`src/rtl/iob_pkg.sv`:
```
package iob_pkg;
  typedef enum logic [1:0] {
    SZ_BYTE = 2'd0,
    SZ_HALF = 2'd1,
    SZ_WORD = 2'd2
  } acc_size_e;

  typedef enum logic [1:0] {
    ST_IDLE = 2'd0,
    ST_ISA  = 2'd1,
    ST_IACK = 2'd2,
    ST_RESP = 2'd3
  } iob_state_e;
endpackage

```
`src/rtl/iob_addr_map.sv`:
```
module iob_addr_map #(
  parameter int unsigned ADDR_W      = 32,
  parameter int unsigned PORT_W      = 16,
  parameter int unsigned IO_WIN_BITS = 23,
  parameter logic [ADDR_W-1:0] IO_BASE   = 32'h8000_0000,
  parameter int unsigned IACK_OFF_BITS = 2,
  parameter logic [ADDR_W-1:0] IACK_BASE = 32'hBFFF_FFF0,
  parameter int unsigned NC_LOW_BITS = 5,
  parameter int unsigned NC_PAGE_LSB = 12
) (
  input  logic [ADDR_W-1:0] addr,
  input  logic              page_fold,
  output logic              io_hit,
  output logic              iack_hit,
  output logic              iack_first,
  output logic [PORT_W-1:0] port
);
  localparam int unsigned NC_PAGE_BITS = PORT_W - NC_LOW_BITS;
  localparam int unsigned NC_PAGE_MSB  = NC_PAGE_LSB + NC_PAGE_BITS - 1;
  localparam logic [ADDR_W-IO_WIN_BITS-1:0]   IO_TAG   = IO_BASE[ADDR_W-1:IO_WIN_BITS];
  localparam logic [ADDR_W-IACK_OFF_BITS-1:0] IACK_TAG = IACK_BASE[ADDR_W-1:IACK_OFF_BITS];

  logic [PORT_W-1:0] port_flat;
  logic [PORT_W-1:0] port_paged;

  always_comb begin
    io_hit     = (addr[ADDR_W-1:IO_WIN_BITS] == IO_TAG);
    iack_hit   = (addr[ADDR_W-1:IACK_OFF_BITS] == IACK_TAG);
    iack_first = (addr[IACK_OFF_BITS-1:0] == '0);
    port_flat  = addr[PORT_W-1:0];
    port_paged = {addr[NC_PAGE_MSB:NC_PAGE_LSB], addr[NC_LOW_BITS-1:0]};
    port       = page_fold ? port_paged : port_flat;
  end
endmodule

```
`src/rtl/iob_lane_swap.sv`:
```
module iob_lane_swap
  import iob_pkg::*;
#(
  parameter int unsigned DATA_W = 32
) (
  input  logic [DATA_W-1:0] din,
  input  logic [1:0]        size,
  input  logic              swap_en,
  output logic [DATA_W-1:0] dout
);
  localparam int unsigned NBYTES = DATA_W / 8;

  logic [DATA_W-1:0] reversed;

  for (genvar i = 0; i < NBYTES; i++) begin : g_rev
    assign reversed[8*i +: 8] = din[8*(NBYTES-1-i) +: 8];
  end

  always_comb begin
    dout = '0;
    case (size)
      SZ_BYTE: dout[7:0] = din[7:0];
      SZ_HALF: dout[15:0] = swap_en ? {din[7:0], din[15:8]} : din[15:0];
      default: dout = swap_en ? reversed : din;
    endcase
  end
endmodule

```
`src/rtl/iob_ctrl.sv`:
```
module iob_ctrl
  import iob_pkg::*;
(
  input  logic clk,
  input  logic rst_n,
  input  logic cpu_req,
  input  logic cpu_we,
  input  logic io_hit,
  input  logic iack_hit,
  input  logic iack_first,
  input  logic isa_done,
  input  logic iack_done,
  output logic accept,
  output logic fetch_isa,
  output logic fetch_iack,
  output logic isa_req,
  output logic iack_req,
  output logic cpu_ready
);
  iob_state_e state_q, state_d;

  always_comb begin
    state_d = state_q;
    accept  = 1'b0;
    case (state_q)
      ST_IDLE: begin
        if (cpu_req && io_hit) begin
          accept  = 1'b1;
          state_d = ST_ISA;
        end else if (cpu_req && iack_hit) begin
          accept  = 1'b1;
          state_d = (!cpu_we && iack_first) ? ST_IACK : ST_RESP;
        end
      end
      ST_ISA:  if (isa_done)  state_d = ST_RESP;
      ST_IACK: if (iack_done) state_d = ST_RESP;
      default: state_d = ST_IDLE;
    endcase
  end

  always_ff @(posedge clk or negedge rst_n) begin
    if (!rst_n) state_q <= ST_IDLE;
    else        state_q <= state_d;
  end

  assign isa_req    = (state_q == ST_ISA);
  assign iack_req   = (state_q == ST_IACK);
  assign cpu_ready  = (state_q == ST_RESP);
  assign fetch_isa  = isa_req && isa_done;
  assign fetch_iack = iack_req && iack_done;

  // ready lasts one cycle
  p_ready_single_r8: assert property (@(posedge clk) disable iff (!rst_n)
    cpu_ready |=> !cpu_ready);
  // port request held until done
  p_hold_to_done_r8: assert property (@(posedge clk) disable iff (!rst_n)
    isa_req && !isa_done |=> isa_req);
  // one outstanding access
  p_one_owner_r9: assert property (@(posedge clk) disable iff (!rst_n)
    $onehot0({isa_req, iack_req, cpu_ready}));
  // misses are not claimed
  p_miss_ignored_r1: assert property (@(posedge clk) disable iff (!rst_n)
    (!isa_req && !iack_req && !cpu_ready && cpu_req && !io_hit && !iack_hit)
    |=> (!isa_req && !iack_req && !cpu_ready));
  // aperture writes and non-zero offsets answer at once
  p_iack_direct_r7: assert property (@(posedge clk) disable iff (!rst_n)
    (!isa_req && !iack_req && !cpu_ready && cpu_req && !io_hit && iack_hit
     && (cpu_we || !iack_first)) |=> (cpu_ready && !iack_req));
endmodule

```
`src/rtl/isa_io_bridge.sv`:
```
module isa_io_bridge
  import iob_pkg::*;
#(
  parameter int unsigned ADDR_W = 32,
  parameter int unsigned DATA_W = 32,
  parameter int unsigned PORT_W = 16,
  parameter int unsigned VEC_W  = 8
) (
  input  logic              clk,
  input  logic              rst_n,
  input  logic              map_mode,
  input  logic              big_endian,
  input  logic              cpu_req,
  input  logic [ADDR_W-1:0] cpu_addr,
  input  logic [1:0]        cpu_size,
  input  logic              cpu_we,
  input  logic [DATA_W-1:0] cpu_wdata,
  output logic              cpu_ready,
  output logic [DATA_W-1:0] cpu_rdata,
  output logic              isa_req,
  output logic [PORT_W-1:0] isa_port,
  output logic [1:0]        isa_size,
  output logic              isa_we,
  output logic [DATA_W-1:0] isa_wdata,
  input  logic              isa_done,
  input  logic [DATA_W-1:0] isa_rdata,
  output logic              iack_req,
  input  logic              iack_done,
  input  logic [VEC_W-1:0]  iack_vec
);
  localparam int unsigned SYNC_STAGES = 2;

  logic [SYNC_STAGES-1:0] rst_sync_q;
  logic                   rst_int_n;

  always_ff @(posedge clk or negedge rst_n) begin
    if (!rst_n) rst_sync_q <= '0;
    else        rst_sync_q <= {rst_sync_q[SYNC_STAGES-2:0], 1'b1};
  end
  assign rst_int_n = rst_sync_q[SYNC_STAGES-1];

  logic              io_hit, iack_hit, iack_first;
  logic [PORT_W-1:0] fold_port;
  logic              accept, fetch_isa, fetch_iack;
  logic [DATA_W-1:0] wr_ordered, rd_raw, rd_ordered;

  logic [PORT_W-1:0] port_q;
  logic [1:0]        size_q;
  logic              we_q, be_q;
  logic [DATA_W-1:0] wdata_q, rdata_q;

  iob_addr_map #(.ADDR_W(ADDR_W), .PORT_W(PORT_W)) u_map (
    .addr(cpu_addr), .page_fold(map_mode), .io_hit(io_hit),
    .iack_hit(iack_hit), .iack_first(iack_first), .port(fold_port)
  );

  iob_ctrl u_ctrl (
    .clk(clk), .rst_n(rst_int_n), .cpu_req(cpu_req), .cpu_we(cpu_we),
    .io_hit(io_hit), .iack_hit(iack_hit), .iack_first(iack_first),
    .isa_done(isa_done), .iack_done(iack_done), .accept(accept),
    .fetch_isa(fetch_isa), .fetch_iack(fetch_iack), .isa_req(isa_req),
    .iack_req(iack_req), .cpu_ready(cpu_ready)
  );

  iob_lane_swap #(.DATA_W(DATA_W)) u_wr_swap (
    .din(cpu_wdata), .size(cpu_size), .swap_en(big_endian), .dout(wr_ordered)
  );

  assign rd_raw = fetch_iack ? {{(DATA_W-VEC_W){1'b0}}, iack_vec} : isa_rdata;

  iob_lane_swap #(.DATA_W(DATA_W)) u_rd_swap (
    .din(rd_raw), .size(size_q), .swap_en(be_q), .dout(rd_ordered)
  );

  always_ff @(posedge clk or negedge rst_int_n) begin
    if (!rst_int_n) begin
      port_q  <= '0;
      size_q  <= '0;
      we_q    <= 1'b0;
      be_q    <= 1'b0;
      wdata_q <= '0;
    end else if (accept) begin
      port_q  <= fold_port;
      size_q  <= cpu_size;
      we_q    <= cpu_we;
      be_q    <= big_endian;
      wdata_q <= wr_ordered;
    end
  end

  always_ff @(posedge clk or negedge rst_int_n) begin
    if (!rst_int_n)                    rdata_q <= '0;
    else if (accept)                   rdata_q <= '0;
    else if (fetch_isa || fetch_iack)  rdata_q <= rd_ordered;
  end

  assign cpu_rdata = rdata_q;
  assign isa_port  = port_q;
  assign isa_size  = size_q;
  assign isa_we    = we_q;
  assign isa_wdata = wdata_q;

  // in-flight port number is frozen
  p_port_frozen_r9: assert property (@(posedge clk) disable iff (!rst_int_n)
    isa_req && !isa_done |=> $stable(isa_port) && $stable(isa_wdata));
  // contiguous fold seen on the port
  p_flat_fold_r2: assert property (@(posedge clk) disable iff (!rst_int_n)
    $rose(isa_req) && !$past(map_mode) |-> isa_port == $past(cpu_addr[PORT_W-1:0]));
  // byte writes are not reordered
  p_byte_plain_r4: assert property (@(posedge clk) disable iff (!rst_int_n)
    $rose(isa_req) && isa_we && isa_size == 2'd0
    |-> isa_wdata == {{(DATA_W-8){1'b0}}, $past(cpu_wdata[7:0])});
  // quiet while reset is applied
  p_reset_quiet_r10: assert property (@(posedge clk)
    !rst_int_n |-> !isa_req && !iack_req && !cpu_ready);
endmodule

```
`config.mk`:
```
export PLATFORM = sky130hd
export DESIGN_NAME = isa_io_bridge
export DESIGN_NICKNAME = d
export VERILOG_FILES = /design/src/rtl/iob_pkg.sv /design/src/rtl/iob_addr_map.sv /design/src/rtl/iob_lane_swap.sv /design/src/rtl/iob_ctrl.sv /design/src/rtl/isa_io_bridge.sv
export SDC_FILE = /design/constraint.sdc
export NUM_CORES = 1
export LEC_CHECK = 0
export BUFFER_PORTS_ARGS = -buffer_cell sky130_fd_sc_hd__clkbuf_2
export CAP_MARGIN = 0
export CORE_ASPECT_RATIO = 0.75
export CORE_MARGIN = 3
export CORE_UTILIZATION = 50
export DETAILED_ROUTE_END_ITERATION = 10
export GPL_TIMING_DRIVEN = 0
export PLACE_DENSITY = 0.91
export REMOVE_ABC_BUFFERS = 1
export SYNTH_ARGS = -nofsm -noshare
export SYNTH_HDL_FRONTEND = slang
export SYNTH_SLANG_ARGS = --single-unit
```
`constraint.sdc`:
```
create_clock -name clk -period 5.8 [get_ports clk]
set_input_delay 1.16 -clock clk [delete_from_list [all_inputs] [get_ports clk]]
set_output_delay 1.16 -clock clk [all_outputs]
set_load 0.01 [all_outputs]
```
# After elaboration in Yosys (flattened, before gate mapping)
# Cells that the tools add are included.
# word_totals
latchBits	0
ff_bits	88
in_bits	114
mem_bits_rw	0
word_cells	56
output_inout_bits	86
rom_bits	0
mem_count	0
# op_classes
mux	23
reduce_logical	15
n_bitwise	0
shift	0
n_addsub	0
div	0
eq_ne	10
mul	0
magnitude_cmp	0
# ops
op	count
32-bit two-way mux	5
16-bit two-way mux	5
8-bit case mux with 2 select lines	4
30-bit == test (second input constant)	1
9-bit == test (second input constant)	1
2-bit zero test	4
2-bit two-way mux	4
2-bit by 1-bit == test with 1-bit output (second input constant)	3
2-bit case mux with 3 select lines	1
1-bit logical AND	5
2-bit == test (second input constant)	2
1-bit two-way mux	4
2-bit != test (second input constant)	2
2-bit OR reduction	2
3-bit by 1-bit != test with 1-bit output (second input constant)	1
3-bit AND reduction	1
2-bit nonzero test	1
1-bit zero test	1
1-bit logical OR	1

# Logic depth before layout (Yosys ltp)
# Gate-level depths: netlist of the first run.
# depth
word_depth	7
depth_mapped	10
mapped_depth_nobuf	7

# Hierarchy
# From an unflattened synthesis of the first run, not the netlist that was laid out.
# unflattened
hier_cells	515
area_unflattened_um2	5662.9
# modules_own_cells
module	area_per_inst_um2	n_inst	cells_each
isa_io_bridge	3733.6	1	293
iob_lane_swap	724.4	2	83
iob_addr_map	262.8	1	32
iob_ctrl	217.7	1	24

# Worst setup path after synthesis of the first run
# Ideal clock, no wire load.
# synth_path
path_type	input to register
startpoint	input cpu_addr[30]
endpoint	register wdata_q[3] (netlist: isa_wdata[3])
slack_ns	3.164
arrival_ns	2.511
cell_stages	6
required_time_ns	5.675
path_cell_list	nand3b_4 -> nor4_2 -> nand2_1 -> a21oi_4 -> buf_4 -> mux2_2
# synth_between
elab_chain_cells	5
elab_cells_between_ends	7
cone_classes	eq/ne (2); mux (3); reduce/logical (2)
# synth_lines
element	line_no	source
start: declaration	isa_io_bridge.sv:14	input logic [ADDR_W-1:0] cpu_addr,
30-bit == test	iob_addr_map.sv:28	iack_hit = (addr[ADDR_W-1:IACK_OFF_BITS] == IACK_TAG);
1-bit logical AND	iob_ctrl.sv:30	end else if (cpu_req && iack_hit) begin
1-bit two-way mux	iob_ctrl.sv:30	
1-bit two-way mux *	iob_ctrl.sv:27	if (cpu_req && io_hit) begin
1-bit two-way mux *	iob_ctrl.sv:25	case (state_q)
end signal: assignment	isa_io_bridge.sv:87	wdata_q <= wr_ordered;
end: declaration	isa_io_bridge.sv:50	logic [DATA_W-1:0] wdata_q, rdata_q;
# Every way passes the cells marked *; elsewhere a longest branch is shown, timed or not.
# A chain may end at the register's enable or synchronous reset.

# Worst setup path after layout of the first run
# layout_path
startpoint	input iack_done
endpoint	register rdata_q[25] (netlist: cpu_rdata[25])
# layout_between
elab_chain_cells	6
elab_cells_between_ends	8
cone_classes	mux (5); reduce/logical (3)
# layout_lines
element	line_no	source
start: declaration	isa_io_bridge.sv:28	input logic iack_done,
1-bit logical AND *	iob_ctrl.sv:50	assign fetch_iack = iack_req && iack_done;
32-bit two-way mux	isa_io_bridge.sv:69	assign rd_raw = fetch_iack ? {{(DATA_W-VEC_W){1'b0}}, iack_vec} : isa_rdata;
32-bit two-way mux	iob_lane_swap.sv:24	default: dout = swap_en ? reversed : din;
16-bit two-way mux	iob_lane_swap.sv:21	case (size)
32-bit two-way mux	isa_io_bridge.sv:94	else if (fetch_isa || fetch_iack) rdata_q <= rd_ordered;
32-bit two-way mux	isa_io_bridge.sv:93	else if (accept) rdata_q <= '0;
end signal: assignment	isa_io_bridge.sv:94	
end: declaration	isa_io_bridge.sv:50	
# Every way passes the cells marked *; elsewhere a longest branch is shown, timed or not. The select of a mux whose other input is x is not followed.

==> summary.txt, run 1 <==
Timing
  • Worst-margin pin slew: 1.34 ns
  • Fin. max-slew vios: 0
  • Final hold vios: 0
  • RSZ-0062 raised after global routing: no
  • Setup_tns: 0 ns
  • Final Cycle Share: 57.0%
  • Final-report setup violation count: 0
  • Post-layout min period: around 3.3 ns
  • Worst Skew: 0.00675 ns
  • Relative slew margins: 9.44%
  • F_max: 302 MHz

CTS
  • Clock latency on the worst-skew pair: 0.33 ns
  • CTS Sinks: roughly 90
  • PostCTS Resize Cnt: 0
  • H-tree depth: 3
  • Root buffer cell: clkbuf_16
  • Postcts setup bufs: 0
  • Clk buf depth: 2
  • Clock transition at path regs: 0.06 ns
  • Total CTS buffers: 9
  • CTS tree: yes
  • Post-cts hold buffer count: 0

Critical path
  • Critical Path Source Type: primary input
  • CP Max Fanout: 31
  • Crit. End Element: flip-flop
  • CP required: 6.01 ns
  • WS Path Type: in -> reg
  • Arrival time at the worst endpoint: 3.52 ns

Finish
  • Area grow syn2layout: 26.8%
  • Multi-input gate area: 2780 µm²
  • Fillers: 771
  • Design area: 6590 µm²
  • Register area: 2210 µm²
  • Post-layout net count: 795
  • Ant. Diodes: 0
  • Layout cells sized above 1: approximately two fifths

Job
  • Maxcap violations: 0

Global route
  • Global-route wire length before repair: roughly 24000 µm
  • Initial antenna violation count: 0
  • Number of global-route vias before repair: 4843
  • GRT Util Overall: between 20 and 30%
  • Largest net degree at the start of global routing: 52
  • GRT overflow: 0

Synthesis
  • Leading area contributor after synthesis: dfrtp_1
  • Avg Cell Area, Syn: 10.2 µm²
  • Ys Warns: 0
  • Ys flop type: dfrtp_1
  • Async SR Flop Fraction: 100%
  • Yosys reg bits: 88
  • Synth top area cells: dfrtp_1 42%, mux2_2 9.1%, mux2_1 7.6%
  • Post-Syn Area: 5200 µm²
  • Gate Count Post-Synth: 508
  • Library cells used by synthesis: 43
  • Commonest cells in the netlist: 88 x dfrtp_1, 42 x mux2_2, 39 x a21oi_1
  • Yosys top cell area share: 42.4%
  • EDFF count, synth: 0
  • Sequential-to-total area share from yosys stat: between 40% and 50%
  • Count leader, synth: dfrtp_1

Floorplan
  • Core area: 9890 µm²
  • I/O pin count: 200
  • Die ar.: 11700 µm²
  • Cell row count: 31
  • Die width: 124 µm
  • Starting density of the core: 52.6%
  • Die Y: 94.3 µm

Outcome
  • Status: complete, no violations

Place
  • Gpl congestion: roughly 0.83
  • Area post-placement: 6260 µm²
  • Placed wire-length estimate: around 11000 µm
  • IO Port Bufs: 199

Pwr
  • Maximum vdd drop: approximately 0.00016 V
  • Cell Pwr Density: about 280 nW/µm²
  • Leakage Power: roughly 3.4 nW

Detailed routing
  • Vias: 4828
  • Drc violations: 0
  • Routed WL: 15100 µm
  • Number of DRC markers in iteration 0: 340
  • Antenna-violating nets left: 0
  • Drt via density: 5.93
  • Drt pass-1 iters: 5
  • WL/cell: ~18 µm

Min path
  • Hold Path Class: reg -> async
==> logic make-up (layout without fill, tap and decap cells) <==
logic type / after synthesis / in the layout / share of synthesized area [%]
AO/OA/AOI/OAI: 123 / 123 / 15.3
adder cells (fa/ha/maj): 4 / 4 / 0.963
buffers and inverters: 50 / 224 / 4.45
flip-flops: 88 / 88 / 42.4
multiplexers: 115 / 115 / 24.0
other: 1 / 1 / 0.0721
AND/OR/NAND/NOR: 127 / 127 / 12.9
==> metrics by stage <==
step           hold WS (ns)  total power [mW]  util, %  cells  setup slack, ns
3_3_place_gp          0.337              1.18     62.2    794             1.03
5_1_grt               0.351              1.94     66.6    814             2.35
4_1_cts               0.324              1.86     66.6    814             2.56
6_report              0.308              1.84     66.6    814             2.49
2_1_floorplan         0.331              1.00        -    463             2.28
3_5_place_dp          0.316              1.22     63.3    798             2.21
==> worst max-delay path: stages <==
cell and delay (ns):
clkbuf_2 0.21, nand2_1 0.81, nand2_1 0.57, and2_1 0.47
a22oi_1 0.22, nor2_1 0.07
==> where the power goes <==
part	leakage, nW	total, mW	internal (mW)	switching, mW
sequential	1.20	0.707	0.666	0.0410
clock	0.159	0.632	0.402	0.230
combinational	2.04	0.506	0.200	0.307
total	3.40	1.84	1.27	0.578
==> sequential cells by signal, indices dropped and copies added (netlist names) <==
register and cells:
be_q 1, cpu_rdata 32, isa_port 16, isa_size 2
isa_wdata 32, isa_we 1, rst_sync_q 2, u_ctrl.state_q 2
==> worst paths after layout <==
path	start	end	slack (ns)	depth (start not counted)
hold / removal	rst_sync_q[1]	isa_wdata[19]	0.31	0
setup / recovery	iack_done	cpu_rdata[25]	2.49	6
max in group asynchronous	rst_sync_q[1]	cpu_rdata[31]	4.87	1
hold reg to reg	rst_sync_q[1]	isa_wdata[19]	0.31	0
min in group clk	rst_sync_q[0]	rst_sync_q[1]	0.36	0
setup reg to reg	u_ctrl.state_q[0]	cpu_rdata[25]	2.60	7
==> cell usage in the layout, fill, tap and decap left out, types with 2 or more instances in the layout <==
cell type,n
a2111oi_0,6
a21boi_0,8
a21oi_1,38
a21oi_4,2
a22oi_1,16
a31oi_1,9
and2_1,3
and4b_1,6
buf_12,2
buf_16,2
bufinv_16,2
clkbuf_16,9
clkbuf_2,199
clkbuf_8,2
dfrtp_1,87
ha_1,4
inv_1,5
mux2_1,35
mux2_2,42
mux2i_1,38
nand2_1,37
nand2b_1,9
nand3_1,17
nand4_1,6
nor2_1,29
nor2b_1,8
nor4_1,2
nor4_2,2
o211a_1,6
o211ai_1,12
o21ai_0,21
o22ai_1,2
==> final cells by class <==
type / count / area share [%]
repair buffers: 203 / 16.6
well taps: 132 / 2.51
clock inverters: 4 / 1.16
inverters: 5 / 0.285
multi-input cells: 370 / 42.1
clock buffers: 12 / 3.89
flip-flops and latches: 88 / 33.5
==> metal layers <==
metal | share of wire, % | vias to the layer above | GRT usage [%]
met2 | 48 | 271 | 42.6
li1 | - | 2195 | -
met1 | 40 | 2324 | 32.3
met5 | 0 | - | 0
met3 | 9.1 | 38 | 5.96
met4 | 2.4 | 0 | 9.12
Power figures use the tool's default switching activity.
==> inputs of run 2 (changes only) <==
Settings changed: CORE_UTILIZATION 50 to 45, PLACE_DENSITY 0.91 to 0.87.
Clock period 5.8 ns to 2.85 ns, I/O delays scaled along.
==> run 2 against run 1 <==
  * Via count fell by 0.21%
  * Core utilization fell by 7.4 points
  * Clock power rose by 82%
  * Routed wire length rose by 3.8%
  * Critical path type is now reg -> reg
  * Largest power group unchanged
==> summary.txt, run 2 (synthesized netlist as in run 1, its figures left out) <==
Outcome
  • Status: complete, no violations

Detailed routing
  • Drt pass-1 iters: 6
  • Routed WL: ~16000 µm
  • Number of DRC markers in iteration 0: 359
  • Drc violations: 0
  • Antenna-violating nets left: 0
  • Vias: ~4800
  • WL/cell: 19.0 µm
  • Drt via density: 5.85

Critical path
  • CP Max Fanout: 38
  • Critical Path Source Type: flip-flop
  • Slowest CP cell: a21oi_4
  • Reg2reg setup slack: 0.20 ns
  • Arrival time at the worst endpoint: 2.84 ns
  • R2r startpoint: u_ctrl.state_q[0]
  • Crit path cell chain: inv_1 -> ha_1 -> and2_2 -> a21oi_4 -> a2111oi_0 -> a21oi_1 -> nor2_1
  • WS Path Type: reg -> reg
  • CP required: about 3 ns
  • Crit path launch: u_ctrl.state_q[0]
  • Crit. End Element: flip-flop
  • CP max stage delay: 0.80 ns

Finish
  • Fillers: 913
  • Post-layout net count: around 800
  • Most frequent cells in the layout: 199 x clkbuf_2, 86 x dfrtp_1, 42 x mux2_2
  • Most common cell after layout, fill and taps aside: clkbuf_2
  • Multi-input gate area: ~2800 µm²
  • Area grow syn2layout: 26.5%
  • Register area: 2210 µm²
  • Layout cells sized above 1: 40.0%
  • Ant. Diodes: 0

Place
  • Gpl congestion: 0.937
  • Placed wire-length estimate: 11400 µm
  • IO Port Bufs: 199
  • Worst slack at placement: -0.282 ns

Job
  • Maxcap violations: 0

Global route
  • Initial antenna violation count: 0
  • Largest net degree at the start of global routing: 62
  • GRT overflow: 0
  • GRT Util Overall: 23.8%
  • Global-route wire length before repair: 24600 µm
  • Number of global-route vias before repair: between 4000 and 5000

CTS
  • Clk buf depth: 2
  • Clock transition at path regs: 0.07 ns
  • Total CTS buffers: 9
  • CTS tree: yes
  • Clock latency on the worst-skew pair: between 0.3 and 0.4 ns
  • CTS Sinks: 88
  • H-tree depth: 3
  • Root buffer cell: clkbuf_16

Timing
  • Fin. max-slew vios: 0
  • Final-report setup violation count: 0
  • Worst-margin pin slew: 1.24 ns
  • Worst hold margin: 0.244 ns
  • Final Cycle Share: 92.9%
  • Post-layout min period: about 2.6 ns
  • Relative slew margins: 17.6%
  • Slack of the critical path: ~0.20 ns
  • RSZ-0062 raised after global routing: no
  • Final hold vios: 0
  • Worst Skew: just over 0.007 ns
  • F_max: approximately 380 MHz

Floorplan
  • I/O pin count: 200
  • Core area: 11100 µm²
  • Die Y: between 90 and 100 µm
  • Die ar.: 12900 µm²
  • Cell row count: 33
  • Die width: 130 µm
  • Starting density of the core: about 47%

Min path
  • Hold Path Class: reg -> async

Pwr
  • Maximum vdd drop: 0.000420 V
  • Cell Pwr Density: 554 nW/µm²
  • Leakage Power: between 3 and 4 nW
==> run 2: changes by cell type in the layout (fill, tap and decap cells not counted), moves of 2 or more <==
| cell | change |
|---|---|
| clkinv_2 | +3 |
| nand2_1 | -2 |
| nand2_2 | +2 |
| buf_12 | -2 |
| clkbuf_8 | -2 |
==> run 2: final cells by class <==
type | count | share of cell area [%]
well taps | 140 | 2.66
flip-flops and latches | 88 | 33.6
repair buffers | 204 | 16.7
clock buffers | 9 | 3.43
inverters | 5 | 0.285
clock inverters | 6 | 0.932
multi-input cells | 371 | 42.5
==> run 2: through the flow <==
| stage | std cells | power [mW] | setup TNS (ns) | cell area (µm²) | util [%] |
|---|---|---|---|---|---|
| 5_1_grt | 823 | 3.85 | 0 | 6580 | 59.2 |
| 3_3_place_gp | 802 | 2.41 | -129.20 | 6160 | 55.4 |
| 2_1_floorplan | 463 | 2.04 | -4.59 | 4990 | - |
| 4_1_cts | 821 | 3.66 | 0 | 6560 | 59.0 |
| 3_5_place_dp | 805 | 2.48 | -8.57 | 6250 | 56.3 |
| 6_report | 823 | 3.64 | 0 | 6580 | 59.2 |
==> run 2: worst paths after layout <==
path	endpoint	cells past startpoint
hold / removal	isa_wdata[5]	0
min in group clk	rst_sync_q[1]	0
hold reg to reg	isa_wdata[5]	0
max in group asynchronous	be_q	1
setup / recovery	cpu_rdata[12]	7
setup reg to reg	cpu_rdata[12]	7
==> run 2: repair_timing <==
action / 4_1_cts / 5_1_grt
hold endpoints to repair: 1 / 0
setup endpoints to repair: 13 / 25
gates resized for setup: 3 / 2
pin swaps: 0 / 1
hold buffers: 1 / 0
gates cloned: 0 / 1
setup buffers: 0 / 1
==> run 2: critical path: cells and delay by family (launching register included) <==
| family | cells | cell delay (ns) |
|---|---|---|
| AO/OA/AOI/OAI | 3 | 1.18 |
| AND/OR/NAND/NOR | 2 | 0.47 |
| flip-flops | 1 | 0.37 |
| adder cells (fa/ha/maj) | 1 | 0.37 |
| buffers and inverters | 1 | 0.09 |
==> run 2: report_power, final <==
part	switching, mW	internal [mW]
Combinational	0.644	0.410
Clock	0.482	0.671
Sequential	0.0826	1.35
==> run 2: metal layers <==
layer  up-vias  track usage (%)  routed length, µm
met5         -                0                  0
li1       2201                -                  -
met2       264             39.4               7440
met3        23             6.28               1520
met1      2330             30.7               6390
met4         0             6.87                276
